==> src/rtl/pog_pkg.sv <==
package pog_pkg;

    // Fixed panel geometry
    localparam int SCAN_ROWS      = 16;  // rows sharing one scan line
    localparam int LATCHES        = 16;  // first-stage column latches per tile
    localparam int HALF_LATCH     = 8;   // latches per tile half
    localparam int TILE_ROWS      = 32;  // pixel rows per level
    localparam int TILE_COL_BYTES = 8;   // 64 pixels wide, 1 bit each
    localparam int CTR_W          = 8;   // width of each nest counter

    // Nest positions, innermost first
    localparam int NEST_DEPTH = 4;
    localparam int NEST_LATCH = 0;
    localparam int NEST_TILE  = 1;
    localparam int NEST_PAIR  = 2;
    localparam int NEST_ROW   = 3;

    typedef struct packed {
        logic [CTR_W-1:0] row;
        logic [CTR_W-1:0] pair;
        logic [CTR_W-1:0] tile;
        logic [CTR_W-1:0] latch;
    } pos_t;

    // In-level pixel row selected by a latch index at a given scan row
    function automatic logic [31:0] level_row(pos_t p);
        logic [31:0] r;
        r = 32'(p.row);
        if (32'(p.latch) >= HALF_LATCH) r = r + 32'(TILE_ROWS / 2);
        return r;
    endfunction

    // Column byte inside the strip
    function automatic logic [31:0] strip_col(pos_t p);
        return 32'(p.latch) % HALF_LATCH + 32'(p.tile) * TILE_COL_BYTES;
    endfunction

endpackage

==> src/rtl/pog_wrap_ctr.sv <==
module pog_wrap_ctr
    import pog_pkg::*;
#(
    parameter int LIMIT = 16
) (
    input  logic             clk,
    input  logic             rst,
    input  logic             inc_i,
    output logic [CTR_W-1:0] q_o,
    output logic [CTR_W-1:0] q_nxt_o,
    output logic             last_o
);

    assign last_o = (q_o == CTR_W'(LIMIT - 1));

    always_comb begin
        if (rst)
            q_nxt_o = '0;
        else if (inc_i)
            q_nxt_o = last_o ? '0 : q_o + CTR_W'(1);
        else
            q_nxt_o = q_o;
    end

    always_ff @(posedge clk) begin
        q_o <= q_nxt_o;
    end

    AST_WRAP_TO_ZERO: assert property (@(posedge clk) disable iff (rst)
        (inc_i && last_o) |=> (q_o == '0));

    AST_COUNT_STEP: assert property (@(posedge clk) disable iff (rst)
        (inc_i && !last_o) |=> (q_o == $past(q_o) + CTR_W'(1)));

endmodule

==> src/rtl/pog_addr_map.sv <==
module pog_addr_map
    import pog_pkg::*;
#(
    parameter int NUM_TILES = 2,
    parameter int AW        = 11
) (
    input  pos_t          pos_i,
    output logic [AW-1:0] addr_lo_o,
    output logic [AW-1:0] addr_hi_o
);

    localparam int ROW_BYTES   = TILE_COL_BYTES * NUM_TILES;
    localparam int LEVEL_BYTES = TILE_ROWS * ROW_BYTES;

    logic [31:0] fb_row;
    logic [31:0] lo_full;
    logic [31:0] hi_full;

    always_comb begin
        // even level of the pair is 2*pair
        fb_row  = 32'(pos_i.pair) * (2 * TILE_ROWS) + level_row(pos_i);
        lo_full = fb_row * ROW_BYTES + strip_col(pos_i);
        hi_full = lo_full + 32'(LEVEL_BYTES);
    end

    assign addr_lo_o = AW'(lo_full);
    assign addr_hi_o = AW'(hi_full);

endmodule

==> src/rtl/panel_order_gen.sv <==
module panel_order_gen
    import pog_pkg::*;
#(
    parameter int NUM_LEVELS = 4,
    parameter int NUM_TILES  = 2,
    parameter int FB_AW      = $clog2(NUM_LEVELS * TILE_ROWS * TILE_COL_BYTES * NUM_TILES)
) (
    input  logic             clk,
    input  logic             rst,
    input  logic             out_ready,
    output logic             out_valid,
    output logic [15:0]      out_data,
    output logic             out_eor,
    output logic             out_eof,
    output logic [FB_AW-1:0] rd_addr_lo,
    output logic [FB_AW-1:0] rd_addr_hi,
    input  logic [7:0]       rd_data_lo,
    input  logic [7:0]       rd_data_hi
);

    localparam int NUM_PAIRS = NUM_LEVELS / 2;
    localparam int NEST_LIMIT [NEST_DEPTH] = '{LATCHES, NUM_TILES, NUM_PAIRS, SCAN_ROWS};

    logic                  fire;
    logic [NEST_DEPTH-1:0] inc;
    logic [NEST_DEPTH-1:0] last;
    logic [CTR_W-1:0]      cur [NEST_DEPTH];
    logic [CTR_W-1:0]      nxt [NEST_DEPTH];
    pos_t                  cur_pos;
    pos_t                  nxt_pos;

    assign fire   = out_valid && out_ready;
    assign inc[0] = fire;

    // Nested wrap counters: latch, tile, pair, row
    generate
        for (genvar g = 0; g < NEST_DEPTH; g++) begin : g_nest
            pog_wrap_ctr #(.LIMIT(NEST_LIMIT[g])) u_ctr (
                .clk     (clk),
                .rst     (rst),
                .inc_i   (inc[g]),
                .q_o     (cur[g]),
                .q_nxt_o (nxt[g]),
                .last_o  (last[g])
            );
            if (g < NEST_DEPTH - 1) begin : g_carry
                assign inc[g+1] = inc[g] && last[g];
            end
        end
    endgenerate

    assign cur_pos = '{row: cur[NEST_ROW], pair: cur[NEST_PAIR],
                       tile: cur[NEST_TILE], latch: cur[NEST_LATCH]};
    assign nxt_pos = '{row: nxt[NEST_ROW], pair: nxt[NEST_PAIR],
                       tile: nxt[NEST_TILE], latch: nxt[NEST_LATCH]};

    // Address from the next position so data lines up with the current one
    pog_addr_map #(.NUM_TILES(NUM_TILES), .AW(FB_AW)) u_map (
        .pos_i     (nxt_pos),
        .addr_lo_o (rd_addr_lo),
        .addr_hi_o (rd_addr_hi)
    );

    always_ff @(posedge clk) begin
        if (rst) out_valid <= 1'b0;
        else     out_valid <= 1'b1;
    end

    assign out_data = {rd_data_hi, rd_data_lo};
    assign out_eor  = last[NEST_LATCH] && last[NEST_TILE] && last[NEST_PAIR];
    assign out_eof  = out_eor && last[NEST_ROW];

    AST_STALL_HOLD: assert property (@(posedge clk) disable iff (rst)
        (out_valid && !out_ready) |=> $stable(cur_pos));

    AST_VALID_KEPT: assert property (@(posedge clk) disable iff (rst)
        out_valid |=> out_valid);

    AST_ROW_ADVANCE: assert property (@(posedge clk) disable iff (rst)
        (fire && out_eor && !out_eof) |=> (cur_pos.row == $past(cur_pos.row) + CTR_W'(1)));

    AST_FRAME_WRAP: assert property (@(posedge clk) disable iff (rst)
        (fire && out_eof) |=> (cur_pos == '0));

    AST_ROW_HELD: assert property (@(posedge clk) disable iff (rst)
        (fire && !out_eor) |=> $stable(cur_pos.row));

endmodule

==> config.mk <==
export PLATFORM = sky130hd
export DESIGN_NAME = panel_order_gen
export DESIGN_NICKNAME = d
export VERILOG_FILES = /design/src/rtl/pog_pkg.sv /design/src/rtl/pog_wrap_ctr.sv /design/src/rtl/pog_addr_map.sv /design/src/rtl/panel_order_gen.sv
export SDC_FILE = /design/constraint.sdc
export NUM_CORES = 1
export LEC_CHECK = 0
export BUFFER_PORTS_ARGS = -buffer_cell sky130_fd_sc_hd__buf_2
export CAP_MARGIN = 5
export CORE_UTILIZATION = 30
export DETAILED_ROUTE_END_ITERATION = 6
export PLACE_DENSITY_LB_ADDON = 0.3
export SLEW_MARGIN = 20
export SYNTH_ARGS = -nofsm -noshare
export SYNTH_HDL_FRONTEND = slang
export SYNTH_HIERARCHICAL = 1
export SYNTH_SLANG_ARGS = --single-unit
==> constraint.sdc <==
create_clock -name clk -period 6 [get_ports clk]
set_input_delay 0.9 -clock clk [delete_from_list [all_inputs] [get_ports clk]]
set_output_delay 0.9 -clock clk [all_outputs]
set_load 0.02 [all_outputs]
# After elaboration in Yosys (flattened, before gate mapping)
# Index checks and enable logic that the tools add are counted.
# W data, S select, Z words.
# op_classes
n_addsub,9
mul,0
div_mod_pow,0
order_cmp,1
eq_ne,4
shifts,0
n_mux,14
n_bitwise,0
n_reduce_logical,7
# ops
op,count
$mux W8,12
$add A8 B1 Y8 const B,4
$eq A8 B1 Y1 const B,2
$eq A8 B4 Y1 const B,2
$add A11 B10 Y11 const B,1
$add A11 B11 Y11,1
$add A3 B11 Y11,1
$ge A8 B4 Y1 const B,1
$add A7 B5 Y7 const B,1
$add A7 B7 Y7,1
$logic_and A1 B1 Y1,7
$mux W7,1
$mux W1,1
# totals
ff_bits,33
latch_bits,0
ramBits,0
mem_bits_ro,0
output_inout_bits,41
wordCells,40
memories,0

# Depth between registers and ports, before layout
# Gate-level depths: netlist of run 1.
# logic_depth
ltp_word,11
mapped_depth,18
mapped_depth_nobuf,17

# By module
# The synthesis of run 1 kept the hierarchy.
# by_module_without_submodules
module,instances,cells_each,area_per_inst_um2,seq_area_each_um2
pog_wrap_ctr at g_nest[1].u_ctr ...,2,42,392.9,160.2
pog_wrap_ctr at g_nest[0].u_ctr ...,2,41,382.9,160.2
pog_addr_map,1,59,490.5,0.0
panel_order_gen,1,24,192.7,20.0

# Worst setup path after synthesis of run 1
# OpenSTA, ideal clock, no wires.
# synth_path
kind,flip-flop to output port
start,register g_nest[1].u_ctr.q_o[6]
end,output port rd_addr_hi[10]
arrival_ps,4345
required_time_ps,5100
path_slack_ps,755
stages_incl_launch_ff,17
n_path_buf,1
cell_sequence,dfxtp_1 > or4_4 > nor4b_1 > and3_1 > buf_4 > nand4_4 > or3_1 > a21oi_1 > ha_1 > mux2_2 > ha_1 > nor3b_1 > a31oi_1 > o21ai_0 > nor3_2 > inv_2 > xnor3_1
# synth_lines
element,line,rtl
start: declaration,pog_wrap_ctr.sv:9,"output logic [CTR_W-1:0] q_o,"
start signal: assignment,pog_wrap_ctr.sv:26,q_o <= q_nxt_o;
end: declaration,panel_order_gen.sv:16,"output logic [FB_AW-1:0] rd_addr_hi,"

==> flow_summary.ini, run 1 <==
[global_routing]
grt.total_usage_pct = 11.8
met1_usage_pct = 14.6
grt_max_degree = 12
antenna_found_initial = 0
gr-usage-met3_pct = 4.38
use_met2_pct = 19.3
grt_pass1_vias = 1562
gr-max-usage-layer = met2
grt_overflow = 0
grt_pass1_wl_mm = 7.08

[synth]
yosys.area.top_type_share_pct = 29.6
synth_flop_cell = dfxtp_1
yosysMostFrequentCell = dfxtp_1
avgSynthCellArea_um2 = 8.97
async_flop_share_pct = 0
syn-num-nets = 283
yosysWarnings = 6
synth_cell_types = 42
syn_area_um2 = 2230
synthCells = 249
synth_commonest_cells = 33 x dfxtp_1, 31 x buf_4, 24 x nor2_1
synth_top_area_cell = dfxtp_1
synth-edff-count = 0
synth_seq_cells = 33
yosysSeqAreaShare_pct = 29.6
synthTopCellsByArea = dfxtp_1 30%, buf_4 10%, ha_1 7.8%

[setup_path]
cpPeakStageDelay_ns = 0.56
r2r_end = g_nest[3].u_ctr/q_o[6]
cp_num_buf_inv = 2
crit_end = rd_addr_hi[10]
cp_top_family = simple AND/OR/NAND/NOR gates
path_cells = or4_4 -> nor4b_1 -> and3_2 -> nand4_4 -> or3_1 -> a21oi_1 -> ha_1 -> mux2_2 -> ha_1 -> nor3b_1 -> a31oi_1 -> o21ai_0 -> nor3_2 -> inv_2 -> xnor3_1 -> buf_2
cpMostUsedCell = ha_1
startpoint_type = flop
reg2reg_from = g_nest[1].u_ctr/q_o[6]
cp-startpoint = g_nest[1].u_ctr/q_o[6]
required_ns = 5.10
cp.depth = 16
worstSetupPathType = flop to primary output
path_max_fanout = 7
rrSetupSlack_ns = 3.48
worstRegToRegCells = 6
critPathSlowestCell = or4_4
crit_arrival_ns = 4.61
endpoint_kind = primary output

[pwr]
ir_drop_mv = 0.0655
combPwrFrac_pct = 3.8
switching_share_pct = 21.6
pwr-share-seq_pct = 56.5
p_per_area_nw_per_um2 = 168
internal_power_mw = 0.308
p_switching_mw = 0.0851
leakagePower_nw = 0.959
clockPowerShare_pct = 39.8

[clock_network]
cts_buffers = 5
post_cts_buffers = 0
clk_latency_ns = 0.28
postCtsHoldBufs = 0
clkSlewWorstSetupHoldPaths_ns = 0.06
clock-sinks = 33
cts_buffer_depth = 2
cts_tree = built
root_buffer = clkbuf_8
h-tree-depth = 2
cts_resized = 0

[floorplanning]
dieWidth_um = 88.3
rows = 31
dieArea_um2 = 7800
die_y_um = 88.3
fp.coreArea_um2 = 7210
start_util_pct = 31.0
ios = 60

[cells_and_area]
post-route-util_pct = 32.3
layout-drive-gt1-share_pct = 21.1
nNetsFinal = 284
n_antenna_cell = 0
syn_to_final_growth_pct = 4.37
fin_cells = 350

[place]
hpwl_mm = 3.15
place_congestion = 0.740
portBuffers = 27
placed_cells = 342

[timing]
slew_viol_final = 0
maxSlewHeadroom_pct = 71.4
rsz0062_at_grt = no
fmax_ghz = 0.181
period_needed_ns = 5.51
hold_violations = 0
totalNegativeSetupSlack_ns = 0
final-setup-viol-count = 0
tightest_slew_ns = 0.424
fin_worst_skew_ns = 0.00481
post-route-period-util_pct = 91.9

[job]
cap_viol_max_count = 0

[route]
num_vias = 1654
antenna_left = 0
drc = 0
drt_iter0_markers = 44
firstDrtPassIters = 4
drt-total-wl_mm = 4.04
wl_per_cell_um = 11.5
avgViaCountPerCell = 4.73

[worst_hold_path]
hp-class = flop to flop

[outcome]
outcome = complete, no violations
[routing by layer]
layer	vias up	share of wire [%]
li1	852	-
met1	768	51
met2	32	45
met3	2	4.0
met4	0	0.47
met5	-	0
[power groups by stage]
stage	logic [mW]	clock network [mW]	registers (mW)
after floorplan	0.0279	0	0.227
after global placement	0.0150	0	0.227
after detailed placement	0.0150	0	0.227
after CTS	0.0150	0.165	0.222
after global routing	0.0162	0.181	0.222
final	0.0148	0.156	0.222
[tightest hold or removal path, stage by stage (launching register included)]
cell and delay [ns]:
dfxtp_1 0.32, o21ai_0 0.10, a21oi_2 0.06
[how the worst min path moves through the flow]
stage                            from                      to  cells past startpoint
3_5_place_dp   g_nest[3].u_ctr/q_o[7]  g_nest[3].u_ctr/q_o[7]                      2
3_3_place_gp   g_nest[2].u_ctr/q_o[6]  g_nest[2].u_ctr/q_o[6]                      2
6_report       g_nest[3].u_ctr/q_o[7]  g_nest[3].u_ctr/q_o[7]                      2
4_1_cts        g_nest[3].u_ctr/q_o[7]  g_nest[3].u_ctr/q_o[7]                      2
2_1_floorplan  g_nest[2].u_ctr/q_o[7]  g_nest[2].u_ctr/q_o[7]                      2
5_1_grt        g_nest[2].u_ctr/q_o[7]  g_nest[2].u_ctr/q_o[7]                      2
[metrics by stage]
| stage | hold slack, ns | power (mW) | cell area, um^2 | worst slack (ns) |
|---|---|---|---|---|
| detailed placement | 0.502 | 0.242 | 2250 | 0.677 |
| CTS | 0.512 | 0.402 | 2330 | 0.347 |
| floorplan | 0.467 | 0.255 | 2230 | 0.755 |
| global placement | 0.485 | 0.242 | 2250 | 0.767 |
| finish | 0.517 | 0.393 | 2330 | 0.487 |
| global route | 0.543 | 0.419 | 2330 | 0.0947 |
[state kept, by name, indices dropped and copies added, names as in the netlist]
register and cells:
out_valid 1, g_nest.u_ctr/q_o 32
[logic make-up (layout without fill, tap and decap cells)]
logic type               Yosys count  count (layout)  synth area share (%)
AND/OR/NAND/NOR                   88              88                  24.6
adder cells (fa/ha/maj)           15              15                  8.73
XOR/XNOR                          24              24                  10.4
buffers and inverters             45              47                  12.9
multiplexers                       3               3                  1.40
flip-flops                        33              33                  29.6
AO/OA/AOI/OAI                     41              41                  12.5
[layout by cell type, fill, tap and decap left out, types with 2 or more instances in the layout]
cell       netlist  layout
xor2_1          13      13
o21ai_0         15      15
nand4_4          2       2
nor3b_1          3       3
buf_2            2      27
clkbuf_1         0       3
nand4_1         12      12
inv_1           11      11
ha_1            14      14
mux2i_1          2       2
or3_1           12      12
and3_4           2       2
nor2_1          24      24
o21bai_4         2       2
and2_1           2       2
or4_4            3       3
dfxtp_1         33      33
clkbuf_8         0       5
nand3_1          8       8
nor4b_1          3       3
nand2_1          6       6
a21oi_2          3       3
and3_1           3       2
a21oi_1         11      11
a41o_1           2       2
nand4bb_1        2       2
xnor2_1          9       9
a211oi_1         2       2
and2_2           3       3
[final cells by class]
| class | count | area, um^2 |
|---|---|---|
| multi-input combinational | 171 | 1290 |
| tap | 99 | 124 |
| fill | 798 | 4880 |
| inverter | 12 | 45.0 |
| clock buffer | 8 | 80.1 |
| timing repair buffer | 27 | 135 |
| sequential | 33 | 661 |
Note: power is estimated with default switching activity, not from simulation.
==> run 2, diff against run 1 <==
--- a/config.mk
+++ b/config.mk
@@ -9,7 +9,9 @@
 export CAP_MARGIN = 5
 export CORE_UTILIZATION = 30
 export DETAILED_ROUTE_END_ITERATION = 6
-export PLACE_DENSITY_LB_ADDON = 0.3
+export PLACE_DENSITY_LB_ADDON = 0.25
+export REMOVE_ABC_BUFFERS = 1
+export SKIP_LAST_GASP = 1
 export SLEW_MARGIN = 20
 export SYNTH_ARGS = -nofsm -noshare
 export SYNTH_HDL_FRONTEND = slang
==> flow_summary.ini, run 2 (synthesized netlist as in run 1, its figures left out) <==
[timing]
fin_worst_skew_ns = 0.0129
rsz0062_at_grt = no
final-setup-viol-count = 0
hold_violations = 0
fmax_ghz = 0.180
tightest_slew_ns = 0.367
post-route-period-util_pct = 92.5
hold_ws_ns = 0.510
totalNegativeSetupSlack_ns = 0
period_needed_ns = 5.55
slew_viol_final = 0
maxSlewHeadroom_pct = 75.2

[route]
drc = 0
firstDrtPassIters = 4
num_vias = 1644
avgViaCountPerCell = 4.70
antenna_left = 0
drt_iter0_markers = 39
drt-total-wl_mm = 4.37
wl_per_cell_um = 12.5

[setup_path]
critPathSlowestCell = dfxtp_1
path_max_fanout = 11
worstSetupPathType = flop to primary output
required_ns = 5.10
cpPeakStageDelay_ns = 0.42
crit_arrival_ns = 4.65
rrSetupSlack_ns = 3.45
path_cells = ha_1 -> and2_2 -> and3_1 -> and3_4 -> and3_1 -> nand4_4 -> or3_1 -> a21oi_1 -> ha_1 -> mux2_2 -> ha_1 -> nor3b_1 -> a31oi_1 -> o21ai_0 -> nor3_2 -> inv_2 -> xnor3_1 -> buf_2
endpoint_kind = primary output
startpoint_type = flop
cpMostUsedCell = ha_1

[cells_and_area]
final_cell_mix = 33 x dfxtp_1, 27 x buf_2, 24 x nor2_1
nNetsFinal = 284
n_antenna_cell = 0
mostFrequentLayoutCell = dfxtp_1
top_register = g_nest.u_ctr/q_o
syn_to_final_growth_pct = 4.70
post-route-util_pct = 32.4
final_area_um2 = 2340
top_regs = g_nest.u_ctr/q_o (32), out_valid (1)
fin_cells = 350
largest_register_ffs = 32
layout-drive-gt1-share_pct = 21.9

[global_routing]
antenna_found_initial = 0
grt_pass1_vias = 1526
grt_max_degree = 12
gr-max-usage-layer = met2
use_met2_pct = 18.9
grt.total_usage_pct = 11.9
grt_overflow = 0
met1_usage_pct = 14.9
grt_pass1_wl_mm = 7.07
gr-usage-met3_pct = 5.04

[floorplanning]
dieArea_um2 = 7800
dieWidth_um = 88.3
start_util_pct = 31.0
fp.coreArea_um2 = 7210
rows = 31
die_y_um = 88.3
ios = 60

[pwr]
p_per_area_nw_per_um2 = 170
ir_drop_mv = 0.0823
leakagePower_nw = 0.968

[outcome]
outcome = complete, no violations

[place]
place_area_um2 = 2250
portBuffers = 27
placed_cells = 342
hpwl_mm = 3.41
place_congestion = 0.740

[clock_network]
clock-sinks = 33
root_buffer = clkbuf_8
h-tree-depth = 2
cts_tree = built
cts_buffer_depth = 2
clkSlewWorstSetupHoldPaths_ns = 0.08
post_cts_buffers = 0
clk_latency_ns = 0.28
cts_buffers = 5

[worst_hold_path]
hp-class = flop to flop

[job]
cap_viol_max_count = 0
[run 2: cell types whose count changed in the layout (fill, tap and decap cells not counted), sizes merged]
cell and delta:
clkinv +2, clkbuf -2
[run 2: repair_timing]
item                       4_1_cts  5_1_grt
resized for setup                0        1
setup endpoints to repair        0        1
hold buffers                     0        0
hold endpoints to repair         0        0
[run 2: power by group]
group	leakage [nW]	total [mW]	switching, mW	internal (mW)
clock	0.0450	0.160	0.0796	0.0804
sequential	0.266	0.222	0.00164	0.220
combinational	0.657	0.0149	0.00970	0.00520
[run 2: worst max-delay path, delay by kind of cell, from the launching register on]
| kind | cells | cell delay [ns] |
|---|---|---|
| AOI/OAI and AO/OA | 3 | 0.47 |
| muxes | 1 | 0.26 |
| xor gates and xnor gates | 1 | 0.34 |
| DFF | 1 | 0.42 |
| and+or+nand+nor | 8 | 1.80 |
| adders and majority gates | 3 | 0.85 |
| buffers and inverters | 2 | 0.22 |
[run 2: area by class of cell]
| cell class | count | area, um^2 |
|---|---|---|
| clock inverter | 2 | 10.0 |
| sequential | 33 | 661 |
| multi-input combinational | 171 | 1290 |
| tap | 99 | 124 |
| inverter | 12 | 45.0 |
| timing repair buffer | 27 | 135 |
| fill | 787 | 4870 |
| clock buffer | 6 | 72.6 |
[run 2: metal layers]
layer | vias up | share of wire (%) | wire length (um)
met4 | 0 | 0.53 | 23
li1 | 851 | - | -
met5 | - | 0 | 0
met2 | 49 | 45 | 1950
met1 | 742 | 48 | 2100
met3 | 2 | 6.9 | 301
[run 2: per-stage QoR]
step	power [mW]	setup WS [ns]
after floorplan	0.236	0.681
after global placement	0.242	0.682
after detailed placement	0.242	0.592
after CTS	0.401	0.259
after global routing	0.415	0.0464
final	0.397	0.449
[run 2: final timing paths]
path / startpoint / end / depth (start not counted)
worst max register to register: g_nest[0].u_ctr/q_o[0] / g_nest[3].u_ctr/q_o[6] / 8
worst min-delay path: g_nest[2].u_ctr/q_o[7] / g_nest[2].u_ctr/q_o[7] / 2
worst max-delay path: g_nest[0].u_ctr/q_o[0] / rd_addr_hi[10] / 18
worst min register to register: g_nest[2].u_ctr/q_o[7] / g_nest[2].u_ctr/q_o[7] / 2
